$ cat src/rtl/dwp_pkg.sv
package dwp_pkg;

    typedef enum logic [1:0] {
        KIND_LD     = 2'b00,
        KIND_ST     = 2'b01,
        KIND_LDRES  = 2'b10,
        KIND_STCOND = 2'b11
    } dwp_kind_e;

    localparam int unsigned DW_BYTES   = 8;
    localparam int unsigned QUAD_BYTES = 16;
    localparam int unsigned QUAD_LSBS  = $clog2(QUAD_BYTES);

    typedef struct packed {
        logic issue;      // an access leaves the block
        logic fault;      // alignment exception request
        logic capture;    // first half accepted, remember its successor
        logic consume;    // second half presented, retire pending state
        logic use_saved;  // address comes from saved state
        logic reg_lsb;    // bit 0 of the paired register
    } dwp_ctl_t;

    // A quad access that must sit on a 16-byte boundary.
    function automatic logic needs_quad_align(dwp_kind_e kind, logic le);
        return (kind == KIND_LDRES) || ((kind == KIND_LD) && le);
    endfunction

    // Little-endian: first half odd, second half even; big-endian swaps.
    function automatic logic pair_lsb(logic le, logic second);
        return le ^ second;
    endfunction

endpackage

$ cat src/rtl/dwp_classify.sv
module dwp_classify
    import dwp_pkg::*;
#(
    parameter int unsigned AW = 64
) (
    input  logic           flush,
    input  logic           in_valid,
    input  logic [1:0]     in_kind,
    input  logic           in_quad,
    input  logic           in_second,
    input  logic           in_le,
    input  logic [AW-1:0]  in_ea,
    input  logic           pend,
    input  logic           kill,
    output dwp_ctl_t       ctl
);
    localparam int unsigned LSBS = QUAD_LSBS;

    logic      active, first_h, second_h, misaligned;
    dwp_kind_e kind;

    always_comb begin
        kind       = dwp_kind_e'(in_kind);
        active     = in_valid && !flush;
        first_h    = active && in_quad && !in_second;
        second_h   = active && in_quad && in_second;
        misaligned = (in_ea[LSBS-1:0] != '0);

        ctl.fault     = first_h && needs_quad_align(kind, in_le) && misaligned;
        ctl.capture   = first_h;
        ctl.consume   = second_h;
        ctl.use_saved = second_h;
        ctl.reg_lsb   = pair_lsb(in_le, in_second);
        ctl.issue     = active && (!in_quad
                                   || (first_h && !ctl.fault)
                                   || (second_h && pend && !kill));
    end

    always_comb begin
        if (ctl.fault) begin
            AST_FAULT_ONLY_LOADS: assert (kind == KIND_LD || kind == KIND_LDRES);
        end
    end

endmodule

$ cat src/rtl/dwp_pair_state.sv
module dwp_pair_state
    import dwp_pkg::*;
#(
    parameter int unsigned AW = 64
) (
    input  logic           clk,
    input  logic           rst,
    input  logic           flush,
    input  dwp_ctl_t       ctl,
    input  logic [AW-1:0]  in_ea,
    output logic           pend_q,
    output logic           kill_q,
    output logic [AW-1:0]  next_q
);
    localparam logic [AW-1:0] STEP = AW'(DW_BYTES);

    always_ff @(posedge clk) begin
        if (rst || flush) begin
            pend_q <= 1'b0;
            kill_q <= 1'b0;
            next_q <= '0;
        end else if (ctl.capture) begin
            pend_q <= 1'b1;
            kill_q <= ctl.fault;
            next_q <= in_ea + STEP;
        end else if (ctl.consume) begin
            pend_q <= 1'b0;
            kill_q <= 1'b0;
        end
    end

    AST_FLUSH_CLEARS: assert property (@(posedge clk) disable iff (rst)
        flush |=> (!pend_q && !kill_q));

endmodule

$ cat src/rtl/dwp_out_stage.sv
module dwp_out_stage
    import dwp_pkg::*;
#(
    parameter int unsigned AW = 64,
    parameter int unsigned RW = 5
) (
    input  logic           clk,
    input  logic           rst,
    input  dwp_ctl_t       ctl,
    input  logic           in_quad,
    input  logic [1:0]     in_kind,
    input  logic [AW-1:0]  in_ea,
    input  logic [RW-1:0]  in_reg,
    input  logic [AW-1:0]  next_q,
    output logic           acc_valid,
    output logic [1:0]     acc_kind,
    output logic [AW-1:0]  acc_addr,
    output logic [RW-1:0]  acc_reg,
    output logic           align_fault,
    output logic           async_ok
);
    logic [AW-1:0] addr_d;
    logic [RW-1:0] reg_d;

    always_comb begin
        addr_d = ctl.use_saved ? next_q : in_ea;
        if (in_quad) begin
            reg_d = {in_reg[RW-1:1], ctl.reg_lsb};
        end else begin
            reg_d = in_reg;
        end
    end

    always_ff @(posedge clk) begin
        if (rst) begin
            acc_valid   <= 1'b0;
            acc_kind    <= '0;
            acc_addr    <= '0;
            acc_reg     <= '0;
            align_fault <= 1'b0;
            async_ok    <= 1'b1;
        end else begin
            acc_valid   <= ctl.issue;
            acc_kind    <= ctl.issue ? in_kind : 2'b00;
            acc_addr    <= ctl.issue ? addr_d : '0;
            acc_reg     <= ctl.issue ? reg_d : '0;
            align_fault <= ctl.fault;
            async_ok    <= !ctl.consume;
        end
    end

    AST_FAULT_NO_ACCESS: assert property (@(posedge clk) disable iff (rst)
        align_fault |-> !acc_valid);

endmodule

$ cat src/rtl/dw_pair_seq.sv
module dw_pair_seq
    import dwp_pkg::*;
#(
    parameter int unsigned AW = 64,
    parameter int unsigned RW = 5
) (
    input  logic           clk,
    input  logic           rst,
    input  logic           flush,
    input  logic           in_valid,
    input  logic [1:0]     in_kind,
    input  logic           in_quad,
    input  logic           in_second,
    input  logic           in_le,
    input  logic [AW-1:0]  in_ea,
    input  logic [RW-1:0]  in_reg,
    output logic           acc_valid,
    output logic [1:0]     acc_kind,
    output logic [AW-1:0]  acc_addr,
    output logic [RW-1:0]  acc_reg,
    output logic           align_fault,
    output logic           async_ok
);
    dwp_ctl_t      ctl;
    logic          pend_q, kill_q;
    logic [AW-1:0] next_q;

    dwp_classify #(.AW(AW)) u_classify (
        .flush     (flush),
        .in_valid  (in_valid),
        .in_kind   (in_kind),
        .in_quad   (in_quad),
        .in_second (in_second),
        .in_le     (in_le),
        .in_ea     (in_ea),
        .pend      (pend_q),
        .kill      (kill_q),
        .ctl       (ctl)
    );

    dwp_pair_state #(.AW(AW)) u_state (
        .clk    (clk),
        .rst    (rst),
        .flush  (flush),
        .ctl    (ctl),
        .in_ea  (in_ea),
        .pend_q (pend_q),
        .kill_q (kill_q),
        .next_q (next_q)
    );

    dwp_out_stage #(.AW(AW), .RW(RW)) u_out (
        .clk         (clk),
        .rst         (rst),
        .ctl         (ctl),
        .in_quad     (in_quad),
        .in_kind     (in_kind),
        .in_ea       (in_ea),
        .in_reg      (in_reg),
        .next_q      (next_q),
        .acc_valid   (acc_valid),
        .acc_kind    (acc_kind),
        .acc_addr    (acc_addr),
        .acc_reg     (acc_reg),
        .align_fault (align_fault),
        .async_ok    (async_ok)
    );

    AST_SECOND_HOLDS_ASYNC: assert property (@(posedge clk) disable iff (rst)
        (in_valid && !flush && in_quad && in_second) |=> !async_ok);

    AST_KILLED_SECOND_SILENT: assert property (@(posedge clk) disable iff (rst)
        (in_valid && !flush && in_quad && in_second && kill_q) |=> (!acc_valid && !align_fault));

    AST_SINGLE_NO_FAULT: assert property (@(posedge clk) disable iff (rst)
        (in_valid && !flush && !in_quad) |=> !align_fault);

    AST_ORPHAN_SECOND: assert property (@(posedge clk) disable iff (rst)
        (in_valid && !flush && in_quad && in_second && !pend_q) |=> !acc_valid);

endmodule

$ cat config.mk
export PLATFORM = sky130hd
export DESIGN_NAME = dw_pair_seq
export DESIGN_NICKNAME = d
export VERILOG_FILES = /design/src/rtl/dwp_pkg.sv /design/src/rtl/dwp_classify.sv /design/src/rtl/dwp_pair_state.sv /design/src/rtl/dwp_out_stage.sv /design/src/rtl/dw_pair_seq.sv
export SDC_FILE = /design/constraint.sdc
export NUM_CORES = 1
export LEC_CHECK = 0
export CORE_ASPECT_RATIO = 1.1
export CORE_UTILIZATION = 35
export CTS_CLUSTER_DIAMETER = 200
export DETAILED_ROUTE_END_ITERATION = 7
export GPL_TIMING_DRIVEN = 1
export MAX_ROUTING_LAYER = met4
export PLACE_DENSITY = 0.73
export SLEW_MARGIN = 20
export SYNTH_ARGS = -nofsm -noshare
export SYNTH_HDL_FRONTEND = slang
export SYNTH_SLANG_ARGS = --single-unit
$ cat constraint.sdc
create_clock -name clk -period 2.8 [get_ports clk]
set_input_delay 0.56 -clock clk [delete_from_list [all_inputs] [get_ports clk]]
set_output_delay 0.56 -clock clk [all_outputs]
set_load 0.01 [all_outputs]
== Word-level counts from Yosys, hierarchy flattened ==
Index checks and enable logic that the tools add are counted.
Word-level totals
  register bits: 140
  input port bits: 78
Operators by class
  add/subtract/negate cells: 1
  eq/ne operators: 1
  muxes and demuxes: 5
  bitwise logic cells: 2
  reductions and logical operators: 25
Operators with widths (number)
  64-bit by 4-bit adder with 64-bit output, second input constant: 1
  64-bit 2-to-1 mux: 1
  1-bit logical AND: 11
  1-bit logical NOT: 6
  1-bit logical OR: 4
  1-bit 2-to-1 mux: 4
  4-bit nonzero test: 1
  2-bit == test, second input constant: 1
  2-bit logical NOT: 1
  2-bit nonzero test: 1
  2-bit OR reduction: 1
  1-bit NOT: 1
  1-bit XOR: 1

== Depth between registers and ports, before layout ==
Gate-level depths: netlist of run 1.
  word-level depth: 13
  mapped depth: 8
  gate-level depth less buffers: 7

== Cells and area by module ==
A second synthesis of run 1 with hierarchy kept.
Unflattened totals
  cells, all modules: 716
  area, all modules: 6384.9 um^2
Modules (own cells, without submodules)
  dwp_pair_state: instances 1, cells each 472, area an instance 3698.5 um^2
  dwp_out_stage: instances 1, cells each 228, area an instance 2582.5 um^2
  dwp_classify: instances 1, cells each 16, area an instance 103.8 um^2

== Least setup slack after synthesis of run 1 ==
Ideal clock, no wire load.
  kind: input port to flip-flop
  start: input in_ea[24]
  end: register u_state.next_q[60]
  data arrival time: 2.296 ns
  data required time: 2.726 ns
  setup slack: 0.430 ns
  stages: 7
  path buffers: 1
  cells stage by stage: nand4_2 or4_4 buf_6 nor4_4 nand3_2 or3_1 a31oi_1
On the way
  word-level cells in the longest chain between the ends: 1
Ends and longest elaborated chain
  from (decl): line dw_pair_seq.sv:15  | input logic [AW-1:0] in_ea,
  64-bit by 4-bit adder with 64-bit output: line dwp_pair_state.sv:25  | next_q <= in_ea + STEP;
  to (signal assigned): line dwp_pair_state.sv:25
  to (decl): line dwp_pair_state.sv:13  | output logic [AW-1:0] next_q
No other way between the ends.
A chain may end at the register's enable or synchronous reset.

== Final worst setup path of run 1 ==
  start: input in_ea[24]
  end: register u_state.next_q[51]
Same word-level chain as after synthesis.

==> summary.txt, run 1 <==
Syn Nets - 802
total number of vias - 5611
vias in the first global route - 5255
DR WL/cell - 14.7 um
R2R cell count - 5
post-CTS sizing - 0
initial core utilization - 35.8%
ANT nets after route - 0
drc violations - 14
Max-slew headroom - 57.1%
Pwr per Cell Area - 559 mW/mm2
Inserted Diodes - 0
Tot Pwr - 4750 uW
commonest non-fill, non-tap cell in the layout - nand2_1
P_leak - 0.00316 uW
dpl cells - 1088
period utilization - 85.6%
min cycle time layout - 2.40 ns
Post-CTS Hold Buffers - 0
Initial DRC Count - 405
Yosys top cell by area - dfxtp_1
critical-path cell list - clkdlybuf4s50_1 -> nand4_2 -> or4_4 -> nor3_1 -> buf_4 -> and4_1 -> xnor2_1 -> a21oi_1
Final Hold Vio Count - 0
CP max-delay cell - or4_4
# IOs - 152
IO buf count - 151
Pre-Repair DR Iteration Count - 7
worst-case clock buffer depth - 2
fin worst setup slack - 0.404 ns
Max-Cap Viols - 0
top cell type's share of synthesized area - 47.9%
initial antenna violation count - 0
Total Nets Final - 982
pre-CTS WS - -0.0155 ns
setup bufs post-CTS - 0
Placeable Area - 0.0164 mm2
Layout Skew - 0.00557 ns
Cell Area, Synth - 0.00585 mm2
hold path cells - 2
cells after synthesis - 723
Clock transition at path regs - 0.06 ns
commonest cells after routing, fill and taps aside - nand2_1 (163), clkdlybuf4s50_1 (151), dfxtp_1 (140)
final non-filler cell total - 1120
first-pass GRT wire length - 26600 um
CP arrival - 2.69 ns
flops & latches, synth - 140
total negative slack - 0 ns
layout cells sized above 1 - 10.8%
Pins Over Slew Limit - 0
TritonCTS Buffers - 17
Layout area overhead - 45.2%
VDD IR-drop max - 0.000422 V
total congestion overflow - 0
violated checks - design-rule violations
hold_ws - 0.450 ns
final weighted congestion in routability-driven placement - 0.871
CP max stage delay - 0.60 ns
Crit Path Category - in -> reg
CTS H-Tree Depth - 4
crit end category - flip-flop
fmax - 417 MHz
Die X - 125 um
Setup-failing EPs final - 0
asr flop ratio synth - 0%
synth warn - 0
EDFF count, synth - 0
row cnt - 49
CP Launch Type - primary input
CTS tree - yes
status - finished with violations
unrepaired setup endpoints after global routing - no
Worst-Skew Late Latency - 0.42 ns
largest net degree at the start of global routing - 122
worst slew pin tran - 0.643 ns
CP Max Fanout - 6
Synth area leaders - dfxtp_1 (48%), nand2_1 (11%), a21oi_1 (8.8%)
Post-Syn Area per Cell - 8.10 um2
total routed wirelength - 16500 um
worst min path class - reg -> reg
share of the yosys chip area belonging to registers - 47.9%
Via density - 5.01
Main synth FF type - dfxtp_1
gr usage total - 20.3%
clock sink count - 140
count of different cell masters after synthesis - 37
Worst EP required - 3.09 ns
Clock Tree Root - clkbuf_16
Die Area - 0.0172 mm2
chip height - 138 um
DP HPWL - 10900 um
-- cells in the mapped netlist (2+ instances only) --
master	count
buf_6	2
or2_2	3
nor3_1	8
nand3_1	24
buf_1	5
inv_1	3
nor2_1	43
dfxtp_1	140
clkbuf_1	33
a211oi_1	21
xnor2_1	18
a31oi_1	3
a21oi_1	103
a311oi_1	3
nor4_1	5
o21ai_0	42
nand4_1	19
nand2_1	164
or3_1	8
and4_1	5
xor2_1	35
and3_1	11
and2_1	11
-- through the flow --
step,cell area (um2),util [%]
6_report,8500,51.9
5_1_grt,8500,51.9
4_1_cts,8500,51.9
3_5_place_dp,7900,48.3
3_3_place_gp,7900,48.3
2_1_floorplan,5850,-
-- critical path, delay by kind of cell --
family	cells	cell delay, ns
buffers and inverters	2	0.69
AND/OR/NAND/NOR	4	1.20
AO/OA/AOI/OAI	1	0.08
XOR/XNOR	1	0.13
-- final timing paths --
| kind | startpoint | endpoint | slack, ns |
|---|---|---|---|
| setup reg to reg | u_state.kill_q$_SDFFE_PP0P_ | u_out.acc_addr[50]$_SDFF_PP0_ | 1.46 |
| hold / removal | u_state.next_q[2]$_SDFFE_PP0P_ | u_out.acc_addr[2]$_SDFF_PP0_ | 0.45 |
| hold reg to reg | u_state.next_q[2]$_SDFFE_PP0P_ | u_out.acc_addr[2]$_SDFF_PP0_ | 0.45 |
| setup / recovery | in_ea[24] | u_state.next_q[51]$_SDFFE_PP0P_ | 0.40 |
-- where the power goes --
| part | leakage [uW] | total [uW] | internal (uW) | switching, uW |
|---|---|---|---|---|
| combinational | 0.00174 | 424 | 216 | 208 |
| sequential | 0.00113 | 2040 | 2020 | 11.4 |
| clock | 0.000294 | 2290 | 1400 | 887 |
-- area by class of cell --
cell class / instances / area, um2
inverter: 3 / 11.3
clock buffer: 18 / 429
multi-input combinational: 537 / 2870
fill: 1501 / 7870
clock inverter: 14 / 170
tap: 204 / 255
sequential: 140 / 2800
timing repair buffer: 204 / 1960
-- per-layer routing --
layer	up-vias	part of all wire, %	GRT usage, %
met2	187	48	32.8
met5	-	0	-
li1	2847	-	-
met1	2549	45	24.9
met4	0	1.9	8.06
met3	28	5.3	4.31
-- cells by family (layout without fill, tap and decap cells) --
kind of cell,after synthesis,count (layout),share of synthesized area [%]
adder cells (fa/ha/maj),1,1,0.214
flip-flops,140,140,47.9
XOR/XNOR,53,53,7.93
buffers and inverters,46,239,3.38
AND/OR/NAND/NOR,311,311,24.7
AO/OA/AOI/OAI,172,172,15.9
(Power assumes the default switching activity.)
==> run 2, diff against run 1 <==
--- a/config.mk
+++ b/config.mk
@@ -7,3 +7,2 @@
 export LEC_CHECK = 0
-export CORE_ASPECT_RATIO = 1.1
 export CORE_UTILIZATION = 35
@@ -12,2 +11,3 @@
 export GPL_TIMING_DRIVEN = 1
+export HOLD_SLACK_MARGIN = 0.15
 export MAX_ROUTING_LAYER = met4
--- a/constraint.sdc
+++ b/constraint.sdc
@@ -3,2 +3,2 @@
 set_output_delay 0.56 -clock clk [all_outputs]
-set_load 0.01 [all_outputs]
+set_load 0.05 [all_outputs]
==> summary.txt, run 2 (synthesis gave the netlist of run 1 again) <==
status - complete, no violations
clock sink count - 140 (unchanged)
Max-Cap Viols - 0 (unchanged)
CP Max Fanout - 7 (+1)
CP Launch Type - primary input
Crit Path Category - in -> reg
ANT nets after route - 0 (unchanged)
total congestion overflow - 0 (unchanged)
largest net degree at the start of global routing - 122 (unchanged)
Max-slew headroom - 55.8% (-1.3 points)
Initial DRC Count - 536 (+32%)
crit end category - flip-flop
CTS tree - yes
setup bufs post-CTS - 0 (unchanged)
initial antenna violation count - 0 (unchanged)
Layout Skew - 0.00705 ns (+0.00149 ns)
fmax - 419 MHz (+0.28%)
chip height - 131 um (-4.6%)
total number of vias - 5655 (+0.78%)
drc violations - 0 (-14)
worst slew pin tran - 0.662 ns (+0.0191 ns)
DP HPWL - 11100 um (+1.6%)
gr usage total - 20.0% (-0.31 points)
Clock transition at path regs - 0.06 ns (about the same)
unrepaired setup endpoints after global routing - no
# IOs - 152 (unchanged)
total routed wirelength - 16500 um (about the same)
Setup-failing EPs final - 0 (unchanged)
DR WL/cell - 14.5 um (-1.1%)
Die Area - 0.0172 mm2 (about the same)
hold_ws - 0.450 ns (-0.000231 ns)
final weighted congestion in routability-driven placement - 0.882 (+1.3%)
VDD IR-drop max - 0.000402 V (-4.7%)
Total Nets Final - 983 (+0.10%)
Layout area overhead - 46.3%
period utilization - 85.3% (-0.24 points)
worst-case clock buffer depth - 2 (unchanged)
fin worst setup slack - 0.411 ns (+0.00659 ns)
Pwr per Cell Area - 581 mW/mm2 (+4.0%)
Placeable Area - 0.0161 mm2 (-1.6%)
IO buf count - 151 (unchanged)
TritonCTS Buffers - 17 (unchanged)
Die X - 131 um (+4.8%)
Pre-Repair DR Iteration Count - 5 (-2)
fin util - 53.1% (+1.2 points)
row cnt - 46 (-6.1%)
Pins Over Slew Limit - 0 (unchanged)
initial core utilization - 36.3% (+0.56 points)
commonest non-fill, non-tap cell in the layout - nand2_1
post-CTS sizing - 0 (unchanged)
P_leak - 0.00319 uW (+0.87%)
Worst-Skew Late Latency - 0.42 ns (about the same)
Worst EP required - 3.13 ns (+0.04 ns)
layout cells sized above 1 - 10.7% (-0.12 points)
Via density - 4.99 (-0.37%)
commonest cells after routing, fill and taps aside - nand2_1 (163), clkdlybuf4s50_1 (151), dfxtp_1 (140)
pre-CTS WS - -0.0501 ns (-0.0346 ns)
worst min path class - reg -> reg
first-pass GRT wire length - 27000 um (+1.8%)
CP arrival - 2.72 ns (+0.03 ns)
Inserted Diodes - 0 (unchanged)
CTS H-Tree Depth - 4 (unchanged)
Final Hold Vio Count - 0 (unchanged)
Clock Tree Root - clkbuf_16
Post-CTS Hold Buffers - 0 (unchanged)
vias in the first global route - 5275 (+0.38%)
min cycle time layout - 2.39 ns (-0.00659 ns)
-- run 2: cell types whose count changed in the layout (fill, tap and decap cells not counted), sizes merged --
cell,delta
buf,+1
bufinv,+2
clkbuf,+3
clkinv,-4
inv,-1
-- run 2: power breakdown --
group	internal (uW)	total [uW]	leakage [uW]	switching (uW)
Sequential	2020	2040	0.00113	11.1
Clock	1600	2460	0.000311	856
Combinational	216	482	0.00175	266
Total	3840	4980	0.00319	1130
-- run 2: critical path, stage by stage --
cell and delay (ns):
clkdlybuf4s50_1 0.52, ha_1 0.20, and2_1 0.20, nand4_1 0.13, buf_4 0.19, or2_2 0.32, or3_1 0.32, a311oi_1 0.26
-- run 2: final cells by class --
type | instances | area, um2
fill | 1510 | 7550
multi-input combinational | 537 | 2870
sequential | 140 | 2800
timing repair buffer | 205 | 1970
clock buffer | 21 | 450
tap | 216 | 270
clock inverter | 11 | 190
inverter | 3 | 11.3
-- run 2: worst paths after layout --
check        slack [ns]                               to                            start  cells after the start
max                0.41  u_state.next_q[19]$_SDFFE_PP0P_                         in_ea[3]                      8
min                0.45    u_out.acc_addr[34]$_SDFF_PP0_  u_state.next_q[34]$_SDFFE_PP0P_                      2
max reg2reg        1.38      u_out.acc_reg[0]$_SDFF_PP0_      u_state.kill_q$_SDFFE_PP0P_                      5
min reg2reg        0.45    u_out.acc_addr[34]$_SDFF_PP0_  u_state.next_q[34]$_SDFFE_PP0P_                      2
-- run 2: stage by stage --
| step | cell area (um2) | TNS (ns) | instances | total power, uW |
|---|---|---|---|---|
| after global placement | 7920 | -0.00725 | 1101 | 2550 |
| after detailed placement | 7920 | -0.0930 | 1101 | 2560 |
| after CTS | 8560 | 0 | 1133 | 5010 |
| after global routing | 8560 | 0 | 1133 | 5140 |
| final | 8560 | 0 | 1133 | 4980 |
| after floorplan | 5850 | 0 | 723 | 2290 |
-- run 2: layer usage --
| metal | wire (um) | global-route usage, % | up-vias |
|---|---|---|---|
| met5 | 0 | - | - |
| met4 | 185 | 7.17 | 0 |
| met3 | 955 | 3.97 | 15 |
| met2 | 7600 | 30.1 | 204 |
| met1 | 7720 | 26.5 | 2585 |
| li1 | - | - | 2851 |
==> run 3, diff against run 2 <==
==> constraint.sdc (replaced) <==
create_clock -name clk -period 2.8 [get_ports clk]
set_input_delay 0.42 -clock clk [delete_from_list [all_inputs] [get_ports clk]]
set_output_delay 0.42 -clock clk [all_outputs]
set_load 0.05 [all_outputs]
==> summary.txt, run 3 (synthesis gave the netlist of run 1 again) <==
status - complete, no violations
FF-to-FF End - u_out.acc_addr[60]$_SDFF_PP0_
first-pass GRT wire length - 26600 um (-1.6%)
worst-case clock buffer depth - 2 (unchanged)
period utilization - 82.2% (-3.1 points)
Max-Cap Viols - 0 (unchanged)
Reg power frac - 42.1% (+1.2 points)
CP Launch Type - primary input
min cycle time layout - 2.30 ns (-0.0874 ns)
VDD IR-drop max - 0.000411 V (+2.2%)
CP Max Fanout - 6 (-1)
RR Startpoint - u_state.kill_q$_SDFFE_PP0P_
ANT nets after route - 0 (unchanged)
met3 Track Usage GR - 4.36% (+0.39 points)
Sw Pwr - 1170 uW (+3.5%)
met1 Resource Use GR - 25.3% (-1.2 points)
setup bufs post-CTS - 0 (unchanged)
Crit Path Category - in -> reg
Worst EP required - 3.14 ns (about the same)
clock sink count - 140 (unchanged)
CP arrival - 2.64 ns (-0.08 ns)
Tot Pwr - 4830 uW (-2.9%)
Pwr per Cell Area - 575 mW/mm2 (-1.0%)
Clock transition at path regs - 0.06 ns (about the same)
P_leak - 0.00308 uW (-3.5%)
Gate power share - 9.7% (about the same)
Total Nets Final - 965 (-1.8%)
final weighted congestion in routability-driven placement - 0.840 (-4.7%)
fmax - 434 MHz (+3.8%)
final non-filler cell total - 1115 (-1.6%)
commonest cells after routing, fill and taps aside - nand2_1 (163), clkdlybuf4s50_1 (151), dfxtp_1 (140)
DP HPWL - 10700 um (-2.9%)
Post-CTS Hold Buffers - 0 (unchanged)
Pins Over Slew Limit - 0 (unchanged)
flop2flop setup slack - 1.51 ns (+0.13 ns)
DR WL/cell - 14.6 um (+0.36%)
vias in the first global route - 5296 (+0.40%)
unrepaired setup endpoints after global routing - no
Max-slew headroom - 56.0% (+0.16 points)
Die X - 131 um (unchanged)
Inserted Diodes - 0 (unchanged)
total number of vias - 5555 (-1.8%)
worst slew pin tran - 0.660 ns (-0.00236 ns)
chip height - 131 um (unchanged)
Pre-Repair DR Iteration Count - 5 (unchanged)
Layout area overhead - 43.5%
row cnt - 46 (unchanged)
Clock Tree Root - clkbuf_16
largest net degree at the start of global routing - 122 (unchanged)
total routed wirelength - 16300 um (-1.2%)
commonest non-fill, non-tap cell in the layout - nand2_1
Setup-failing EPs final - 0 (unchanged)
R2R cell count - 5 (unchanged)
initial antenna violation count - 0 (unchanged)
IO buf count - 151 (unchanged)
sw frac - 24.3% (+1.5 points)
initial core utilization - 36.3% (unchanged)
worst setup path end - u_state.next_q[54]$_SDFFE_PP0P_
crit end category - flip-flop
Pint - 3660 uW (-4.8%)
Initial DRC Count - 385 (-28%)
Layout Skew - 0.00553 ns (-0.00152 ns)
CP startpoint - in_ea[27]
Clock power frac - 48.2% (-1.2 points)
drc violations - 0 (unchanged)
GR peak layer - met2
CTS H-Tree Depth - 4 (unchanged)
Placeable Area - 0.0161 mm2 (unchanged)
Worst-Skew Late Latency - 0.42 ns (about the same)
layout cells sized above 1 - 9.12% (-1.6 points)
total negative slack - 0 ns (unchanged)
Final Hold Vio Count - 0 (unchanged)
Via density - 4.98 (-0.18%)
CTS tree - yes
worst min path class - reg -> reg
GR Util met2 - 31.1% (+1.0 points)
gr usage total - 19.7% (-0.24 points)
dpl cells - 1083 (-1.6%)
post-CTS sizing - 0 (unchanged)
TritonCTS Buffers - 17 (unchanged)
# IOs - 152 (unchanged)
Die Area - 0.0172 mm2 (unchanged)
total congestion overflow - 0 (unchanged)
## run 3: cell types whose count changed in the layout (fill, tap and decap cells not counted), sizes merged
| cell | previous run | this run |
|---|---|---|
| clkinvlp | 1 | 3 |
| inv | 4 | 5 |
| clkinv | 4 | 5 |
| bufinv | 5 | 3 |
| buf | 54 | 36 |
| clkbuf | 21 | 19 |
## run 3: final cells by class
| class | count | area [um2] |
|---|---|---|
| Clock buffer | 19 | 443 |
| Clock inverter | 13 | 166 |
| Fill cell | 1495 | 7720 |
| Inverter | 3 | 11.3 |
| Multi-Input combinational cell | 537 | 2870 |
| Sequential cell | 140 | 2800 |
| Tap cell | 216 | 270 |
| Timing Repair Buffer | 187 | 1830 |
## run 3: worst min path at each step
stage,startpoint,depth (start not counted),endpoint
after floorplan,u_state.next_q[21]$_SDFFE_PP0P_,2,u_out.acc_addr[21]$_SDFF_PP0_
after global placement,u_state.next_q[3]$_SDFFE_PP0P_,2,u_out.acc_addr[3]$_SDFF_PP0_
after detailed placement,u_state.next_q[24]$_SDFFE_PP0P_,2,u_out.acc_addr[24]$_SDFF_PP0_
after CTS,u_state.next_q[14]$_SDFFE_PP0P_,2,u_out.acc_addr[14]$_SDFF_PP0_
after global routing,u_state.next_q[34]$_SDFFE_PP0P_,2,u_out.acc_addr[34]$_SDFF_PP0_
final,u_state.next_q[28]$_SDFFE_PP0P_,2,u_out.acc_addr[28]$_SDFF_PP0_
## run 3: critical path: stages
cell	delay (ns)
clkdlybuf4s50_1	0.53
nand4_2	0.12
or4_4	0.61
nor3_4	0.27
nand3_1	0.15
or3_1	0.34
a31oi_1	0.20
## run 3: stage by stage
step / utilization (%) / setup slack [ns] / hold slack, ns / instance area (um2)
after floorplan: - / 0.570 / 0.429 / 5850
after global placement: 48.3 / 0.117 / 0.438 / 7790
after detailed placement: 48.3 / 0.0923 / 0.439 / 7790
after CTS: 52.1 / 0.508 / 0.451 / 8400
after global routing: 52.1 / 0.373 / 0.471 / 8400
final: 52.1 / 0.498 / 0.446 / 8400
## run 3: power groups by stage
| stage | clock [uW] | sequential [uW] | combinational, uW |
|---|---|---|---|
| 6_report | 2330 | 2030 | 467 |
| 5_1_grt | 2480 | 2040 | 502 |
| 4_1_cts | 2370 | 2030 | 468 |
| 3_5_place_dp | 0 | 2080 | 464 |
| 3_3_place_gp | 0 | 2080 | 462 |
| 2_1_floorplan | 0 | 2140 | 146 |
## run 3: routing by layer
metal | vias up | routed length, um
li1 | 2813 | -
met3 | 17 | 745
met1 | 2561 | 7870
met4 | 0 | 196
met5 | - | 0
met2 | 164 | 7450
